### config.mk
export PLATFORM = sky130hd
export DESIGN_NAME = mck_gen
export DESIGN_NICKNAME = d
export VERILOG_FILES = /design/src/rtl/mck_pkg.sv /design/src/rtl/mck_cnt.sv /design/src/rtl/mck_regs.sv /design/src/rtl/mck_gen.sv
export SDC_FILE = /design/constraint.sdc
export NUM_CORES = 1
export LEC_CHECK = 0
export BUFFER_PORTS_ARGS = -buffer_cell sky130_fd_sc_hd__buf_2
export CORE_ASPECT_RATIO = 0.75
export CORE_MARGIN = 3
export CORE_UTILIZATION = 54
export CTS_BUF_LIST = sky130_fd_sc_hd__clkbuf_4 sky130_fd_sc_hd__clkbuf_8 sky130_fd_sc_hd__clkbuf_16
export DETAILED_ROUTE_END_ITERATION = 6
export PLACE_DENSITY = 0.92
export RECOVER_POWER = 50
export SYNTH_ARGS = -nofsm -noshare
export SYNTH_HDL_FRONTEND = slang
export SYNTH_SLANG_ARGS = --single-unit
export TNS_END_PERCENT = 30
### constraint.sdc
create_clock -name clk -period 8.8 [get_ports clk]
set_input_delay 0.44 -clock clk [delete_from_list [all_inputs] [get_ports clk]]
set_output_delay 0.44 -clock clk [all_outputs]
set_load 0.1 [all_outputs]
### src/rtl/mck_pkg.sv
package mck_pkg;
  localparam int CTL_W   = 32;
  localparam int NSRC    = 4;
  localparam int SEL_W   = 2;
  localparam int PRE_W   = 3;
  localparam int DIVI_W  = 2;
  localparam int DIV_LSB = 8;
  localparam int PCNT_W  = 7;

  typedef enum logic [1:0] {
    A_CTL   = 2'd0,
    A_STAT  = 2'd1,
    A_IESET = 2'd2,
    A_IECLR = 2'd3
  } mck_addr_e;

  function automatic logic [CTL_W-1:0] ctl_mask(input int layout);
    return (layout == 0) ? 32'h0000_031F : 32'h0000_0373;
  endfunction

  function automatic int pre_lsb(input int layout);
    return (layout == 0) ? 2 : 4;
  endfunction
endpackage

### src/rtl/mck_cnt.sv
module mck_cnt #(
  parameter int W = 8
) (
  input  logic         clk,
  input  logic         rst_n,
  input  logic         clr,
  input  logic         tick_in,
  input  logic [W-1:0] limit,
  output logic         tick_out
);
  logic [W-1:0] cnt_q, cnt_d;
  logic         wrap;

  assign wrap     = (cnt_q == limit);
  assign tick_out = tick_in & wrap & ~clr;

  always_comb begin
    cnt_d = cnt_q;
    if (clr)          cnt_d = '0;
    else if (tick_in) cnt_d = wrap ? '0 : cnt_q + 1'b1;
  end

  always_ff @(posedge clk or negedge rst_n) begin
    if (!rst_n) cnt_q <= '0;
    else        cnt_q <= cnt_d;
  end


  cnt_bound_chk: assert property (@(posedge clk) disable iff (!rst_n)
    !clr |-> cnt_q <= limit);
endmodule

### src/rtl/mck_regs.sv
module mck_regs
  import mck_pkg::*;
#(
  parameter int LAYOUT = 1
) (
  input  logic              clk,
  input  logic              rst_n,
  input  logic              wr,
  input  logic [1:0]        addr,
  input  logic [CTL_W-1:0]  wdata,
  input  logic              mck_tick,
  output logic [CTL_W-1:0]  rdata,
  output logic [SEL_W-1:0]  sel,
  output logic [PRE_W-1:0]  pres,
  output logic [DIVI_W-1:0] didx,
  output logic              ctl_wr,
  output logic              ready,
  output logic              irq
);
  localparam logic [CTL_W-1:0] MASK = ctl_mask(LAYOUT);
  localparam int               PLSB = pre_lsb(LAYOUT);

  logic [CTL_W-1:0] ctl_q, ctl_d;
  logic             rdy_q, rdy_d, ie_q, ie_d;
  mck_addr_e        a;

  assign a      = mck_addr_e'(addr);
  assign ctl_wr = wr && (a == A_CTL);

  always_comb begin
    ctl_d = ctl_q;
    if (ctl_wr) ctl_d = wdata & MASK;
    rdy_d = rdy_q;
    if (ctl_wr)        rdy_d = 1'b0;
    else if (mck_tick) rdy_d = 1'b1;
    ie_d = ie_q;
    if (wr && a == A_IESET)      ie_d = 1'b1;
    else if (wr && a == A_IECLR) ie_d = 1'b0;
  end

  always_ff @(posedge clk or negedge rst_n) begin
    if (!rst_n) begin
      ctl_q <= '0;
      rdy_q <= 1'b0;
      ie_q  <= 1'b0;
    end else begin
      ctl_q <= ctl_d;
      rdy_q <= rdy_d;
      ie_q  <= ie_d;
    end
  end

  always_comb begin
    rdata = '0;
    case (a)
      A_CTL:   rdata = ctl_q;
      A_STAT:  rdata = {{(CTL_W-2){1'b0}}, ie_q, rdy_q};
      default: rdata = '0;
    endcase
  end

  assign sel   = ctl_q[SEL_W-1:0];
  assign pres  = ctl_q[PLSB +: PRE_W];
  assign didx  = ctl_q[DIV_LSB +: DIVI_W];
  assign ready = rdy_q;
  assign irq   = rdy_q & ie_q;


  ie_set_src_chk: assert property (@(posedge clk) disable iff (!rst_n)
    $rose(ie_q) |-> $past(wr && addr == 2'd2));

  ctl_mask_chk: assert property (@(posedge clk) disable iff (!rst_n)
    (ctl_q & ~MASK) == '0);
endmodule

### src/rtl/mck_gen.sv
module mck_gen
  import mck_pkg::*;
#(
  parameter int                     LAYOUT    = 1,
  parameter bit                     DIV3_EN   = 1'b1,
  parameter int                     DW        = 8,
  parameter logic [3:0][DW-1:0]     DIV_TABLE = {8'd8, 8'd4, 8'd2, 8'd1}
) (
  input  logic        clk,
  input  logic        rst_n,
  input  logic [3:0]  src_tick,
  input  logic        reg_wr,
  input  logic [1:0]  reg_addr,
  input  logic [31:0] reg_wdata,
  output logic [31:0] reg_rdata,
  output logic        mck_tick,
  output logic        mck_irq
);
  logic [1:0]        rst_sync_q;
  logic              rst_n_i;
  logic [SEL_W-1:0]  sel;
  logic [PRE_W-1:0]  pres;
  logic [DIVI_W-1:0] didx;
  logic              ctl_wr, ready, sel_tick, pre_tick;
  logic [PCNT_W-1:0] pre_lim;
  logic [DW-1:0]     entry, post_lim;

  always_ff @(posedge clk or negedge rst_n) begin
    if (!rst_n) rst_sync_q <= 2'b00;
    else        rst_sync_q <= {rst_sync_q[0], 1'b1};
  end
  assign rst_n_i = rst_sync_q[1];

  mck_regs #(.LAYOUT(LAYOUT)) u_regs (
    .clk(clk), .rst_n(rst_n_i), .wr(reg_wr), .addr(reg_addr),
    .wdata(reg_wdata), .mck_tick(mck_tick), .rdata(reg_rdata),
    .sel(sel), .pres(pres), .didx(didx), .ctl_wr(ctl_wr),
    .ready(ready), .irq(mck_irq)
  );

  assign sel_tick = src_tick[sel];

  always_comb begin
    if (DIV3_EN && pres == 3'd7) pre_lim = PCNT_W'(2);
    else                         pre_lim = PCNT_W'((8'd1 << pres) - 8'd1);
    entry    = DIV_TABLE[didx];
    post_lim = (entry == '0) ? '0 : entry - 1'b1;
  end

  mck_cnt #(.W(PCNT_W)) u_pre (
    .clk(clk), .rst_n(rst_n_i), .clr(ctl_wr), .tick_in(sel_tick),
    .limit(pre_lim), .tick_out(pre_tick)
  );

  mck_cnt #(.W(DW)) u_post (
    .clk(clk), .rst_n(rst_n_i), .clr(ctl_wr), .tick_in(pre_tick),
    .limit(post_lim), .tick_out(mck_tick)
  );


  ready_clear_chk: assert property (@(posedge clk) disable iff (!rst_n_i)
    ctl_wr |=> !ready);

  ready_set_chk: assert property (@(posedge clk) disable iff (!rst_n_i)
    $rose(ready) |-> $past(mck_tick));

  tick_needs_src_chk: assert property (@(posedge clk) disable iff (!rst_n_i)
    mck_tick |-> src_tick[sel]);
endmodule

-- Word level (Yosys, flattened, before mapping)
Cells that the tools add are included.
- div/mod/pow operators: 0
- magnitude comparators: 2
- mux-type cells: 17
- reductions and logical operators: 9
- equality and inequality tests: 6
- bitwise operators: 6
- $mul: 0
- $add $sub $neg: 4
- shift operators: 1
- operator list (cell ; count):
    2-to-1 mux 8 bit ; 5
    2-to-1 mux 7 bit ; 4
    one-hot mux 10 bit (2 select lines) ; 1
    binary-select mux 8 bit (select 2 bit) ; 1
    adder 8 x 1 -> 8 bit (second input constant) ; 1
    == test 8 bit ; 1
    zero test 8 bit ; 1
    nonzero test 2 bit ; 4
    subtractor 8 x 1 -> 8 bit (second input constant) ; 1
    adder 7 x 1 -> 7 bit (second input constant) ; 1
    == test 7 bit ; 1
    left shift 1 x 3 -> 7 bit (first input constant) ; 1
    subtractor 7 x 1 -> 7 bit (second input constant) ; 1
    less-than comparator 2 x 3 -> 1 bit (second input constant) ; 2
    bitwise AND 1 bit ; 5
    2-to-1 mux 1 bit ; 5
    == test 2 bit (second input constant) ; 2
    == test 3 bit (second input constant) ; 1
    logical AND 1 bit ; 3
    binary-select mux 1 bit (select 2 bit) ; 1
    == test 2 x 1 -> 1 bit (second input constant) ; 1
    zero test 2 bit ; 1
    NOT 1 bit ; 1
- bits of input ports: 41
- memory bits (writable): 0
- flip-flop bits (word level): 26
- memories: 0
- ROM bits: 0
- latch bits: 0
- output and inout bits: 34

-- Logic depth before layout (Yosys ltp)
- depth in word-level cells: 10
- depth in mapped cells: 12

-- Modules after synthesis
Synthesis repeated with hierarchy kept, for this count alone.
- cells, all modules: 183
- area total of the unflattened synthesis: 1835.5 µm²
- by module, submodules not included (module ; area each (µm²) ; cells an instance ; instances):
    mck_regs ; 639.4 ; 60 ; 1
    mck_cnt (u_post) ; 513.0 ; 51 ; 1
    mck_cnt (u_pre) ; 461.7 ; 45 ; 1
    mck_gen ; 221.5 ; 27 ; 1

-- Least setup slack after synthesis
Ideal clock, no wire load.
- path type: flip-flop to output port
- start point: reg u_regs.ctl_q[4]
- end point: out mck_tick
- buffers on the path: 3
- arrival time: 3.441 ns
- path slack: 4.919 ns
- cell stages (with the launch flop): 11
- data required time: 8.360 ns
- cell sequence: dfrtp_1 -> buf_2 -> buf_2 -> or3b_2 -> ha_1 -> buf_6 -> or4_1 -> o22ai_1 -> o32a_2 -> nor4b_1 -> and3_1
- word-level cells in the longest chain between the ends: 8
- ends and longest elaborated chain (element ; RTL line ; text):
    from (decl) ; mck_regs.sv:23 ; logic [CTL_W-1:0] ctl_q, ctl_d;
    from (signal assigned) ; mck_regs.sv:47 ; ctl_q <= ctl_d;
    left shift 1 x 3 -> 7 bit ; mck_gen.sv:45 ; else pre_lim = PCNT_W'((8'd1 << pres) - 8'd1);
    subtractor 7 x 1 -> 7 bit ; mck_gen.sv:45 ;
    2-to-1 mux 7 bit (*) ; mck_gen.sv:44 ; if (DIV3_EN && pres == 3'd7) pre_lim = PCNT_W'(2);
    == test 7 bit (*) ; mck_cnt.sv:14 ; assign wrap = (cnt_q == limit);
    bitwise AND 1 bit (*) (4 in a row) ; mck_cnt.sv:15 ; assign tick_out = tick_in & wrap & ~clr;
    to (decl) ; mck_gen.sv:16 ; output logic mck_tick,
Mark *: on every way between the ends. The rest lies on a longest branch, timed or not.

-- Worst setup path in the final report
Ends and elaborated chain as after synthesis.

==> metrics.csv <==
stage;metric;value;unit
synthesis;synth_area_per_cell;8.36;sq um
layout;nets;307;
place;gp_congestion;0.811;
timing;worst_pin_slew;1.16;ns
critical_path;worst_setup_path_end_kind;primary output;
power_and_ir_drop;power;472;uW
outcome;status;complete, no violations;
timing;setup_tns;0;ns
timing;worst_slack;4.42;ns
route;wl_per_cell;13.5;um
clock_tree;cts_tree;yes;
global_route;grt_pass1_wl;7000;um
place;dp_slack;4.80;ns
place;placed_cells;306;
layout;final_common_cell;nand2_1;
critical_path;cp_max_fo;20;
layout;final_cell_mix;39 x nand2_1, 26 x conb_1, 26 x dfrtp_1;
global_route;grt_pass1_vias;1537;
timing;maxSlewHeadroom;0.230;
global_route;grt_overflow;0;
synthesis;synth_area_leaders;dfrtp_1 31%, buf_4 9.1%, nand2_1 7.1%;
layout;area_delta_synth_final;3.56;%
hold_path;hold_path_depth;3;
synthesis;yosys_most_used_dff;dfrtp_1;
layout;diodes;0;
critical_path;max_stage_delay;0.68;ns
place;dpl_cell_area;2090;sq um
clock_tree;cts_root_buf;clkbuf_8;
layout;final_cells;311;
layout;design_area;2150;sq um
synthesis;synthCells;248;
timing;hold_slack;0.352;ns
timing;rsz0062_at_grt;no;
route;vias;1776;
layout;fillerInstances;324;
die;die_x;77.5;um
route;ant_nets;0;
timing;finalClockSkew;0.00345;ns
route;drt_pass1_iterations;5;
clock_tree;clock_latency;0.27;ns
clock_tree;cts_setup_buffers;0;
route;drc;0;
die;pin_count;75;
synthesis;ys_warn_count;0;
die;core;3490;sq um
timing;hold_viol;0;
clock_tree;clk_pin_slew;0.09;ns
place;dpl.hpwl;3100;um
route;wl;4210;um
route;drtIter0Drc;133;
critical_path;cpMaxStageDelayCell;dfrtp_1;
die;fp-row-count;18;
clock_tree;cts_made_buffers;3;
hold_path;hp-class;in -> reg;
route;viasPerCell;5.71;
timing;fmax;228;MHz
critical_path;cp.required;8.36;ns
synthesis;async_flop_share;1.00;
timing;period_needed;4.38;ns
layout;drive_gt1_frac;0.146;
die;start_util;0.594;
global_route;track_usage;0.188;
clock_tree;hold_buffers;1;
global_route;antenna_found_initial;0;
critical_path;start_kind;register;
synthesis;synthesis.area;2070;sq um
critical_path;crit_chain;or3b_2, ha_1, or4_1, o22ai_1, o32a_2, nor4b_1, and3_1, buf_2;
critical_path;worstSetupPathType;reg -> out;
die;fp.dieH;59.7;um
timing;slew_violations;0;
synthesis;synth_edf_count;0;
layout;post-route-util;0.615;
timing;setup_violations;0;
critical_path;crit_arrival;3.94;ns
timing;fin_crit_sh;0.498;
synthesis;synth_top_area_frac;0.314;
power_and_ir_drop;vdd.ir_drop.worst;0.123;mV
power_and_ir_drop;p_leak;1.01;nW
synthesis;synth_cell_types;56;
synthesis;yosysTopAreaCell;dfrtp_1;
die;die-area;4630;sq um
flow_run;drv_cap;0;
clock_tree;cts_num_sinks;26;
global_route;grt_max_degree;28;
synthesis;ys_seq_elements;26;
clock_tree;cts_max_path_buffers;2;
clock_tree;htree_levels;1;
synthesis;ys_seq_area_frac;0.314;
clock_tree;cts_resized;0;
power_and_ir_drop;cellPowerDensity;220;nW/um^2
critical_path;r2r_cells;8;
place;port_buffers;24;
==> cells in the mapped netlist (2+ instances only) <==
library cell and instances:
and3_1 6, inv_1 2, o22ai_1 4, nand2b_1 2, mux2i_1 5, or3_1 4
o21ai_0 8, clkbuf_1 10, conb_1 2, nor2_1 15, xor2_1 3, nand4_1 3
nand3_1 8, buf_2 4, nor4b_1 2, nand3b_1 3, buf_6 2, o21ai_1 7
dfrtp_1 26, buf_4 25, nand2_1 39, o311ai_1 4, nor3b_1 4, nor2b_1 5
a21oi_1 2, nor3_1 9, o41ai_2 3, o31a_1 2, or3b_2 2, and2_1 6
and3b_1 2, ha_1 4, xnor2_1 2
==> logic make-up (layout without fill, tap and decap cells) <==
family / Yosys count / in the layout / synth area share
AO/OA/AOI/OAI: 45 / 45 / 0.173
XOR/XNOR: 5 / 5 / 0.0211
adder cells (fa/ha/maj): 4 / 4 / 0.0241
buffers and inverters: 43 / 32 / 0.133
flip-flops: 26 / 26 / 0.314
multiplexers: 6 / 6 / 0.0350
other: 2 / 26 / 0.00362
AND/OR/NAND/NOR: 117 / 117 / 0.296
==> cell type report <==
cell class,count,area [sq um],area share
clock buffers,4,55.1,0.0256
inverters,2,7.51,0.00350
multi-input cells,203,1240,0.576
flip-flops and latches,26,651,0.303
well taps,50,62.6,0.0291
repair buffers,26,134,0.0624
==> per-layer routing <==
layer	track usage	wire [um]	up-vias
met3	0.0407	313	5
li1	-	-	856
met4	0.0305	30	0
met5	0	0	-
met1	0.243	1850	837
met2	0.333	2020	78
==> registers in the layout, summed over array words and instances (netlist names) <==
register      flops
rst_sync_q        2
u_post.cnt_q      8
u_pre.cnt_q       7
u_regs.ctl_q      7
u_regs.ie_q       1
u_regs.ready      1
==> report_power, final <==
| group | total (mW) | switching [mW] | internal [mW] |
|---|---|---|---|
| registers | 0.172 | 0.0366 | 0.135 |
| clock network | 0.0770 | 0.0370 | 0.0400 |
| logic | 0.223 | 0.151 | 0.0723 |
==> worst max-delay path, delay by kind of cell (launching register included) <==
family | cells | cell delay [ns]
compound gates | 2 | 0.38
buf+inv | 1 | 0.43
flops | 1 | 0.68
simple gates | 4 | 1.85
fa+ha+maj | 1 | 0.32
==> final timing paths <==
kind / slack (ns) / to / start
max in group asynchronous: 7.83 / u_regs.ready$_DFFE_PN0P_ / rst_sync_q[1]$_DFF_PN0_
min reg2reg: 0.36 / rst_sync_q[1]$_DFF_PN0_ / rst_sync_q[0]$_DFF_PN0_
min: 0.35 / u_regs.ctl_q[4]$_DFFE_PN0P_ / reg_wdata[4]
max: 4.42 / mck_tick / u_regs.ctl_q[4]$_DFFE_PN0P_
min in group asynchronous: 0.40 / u_post.cnt_q[4]$_DFFE_PN0P_ / rst_sync_q[1]$_DFF_PN0_
max reg2reg: 5.16 / u_post.cnt_q[7]$_DFFE_PN0P_ / u_regs.ctl_q[4]$_DFFE_PN0P_
Power figures use the tool's default switching activity.
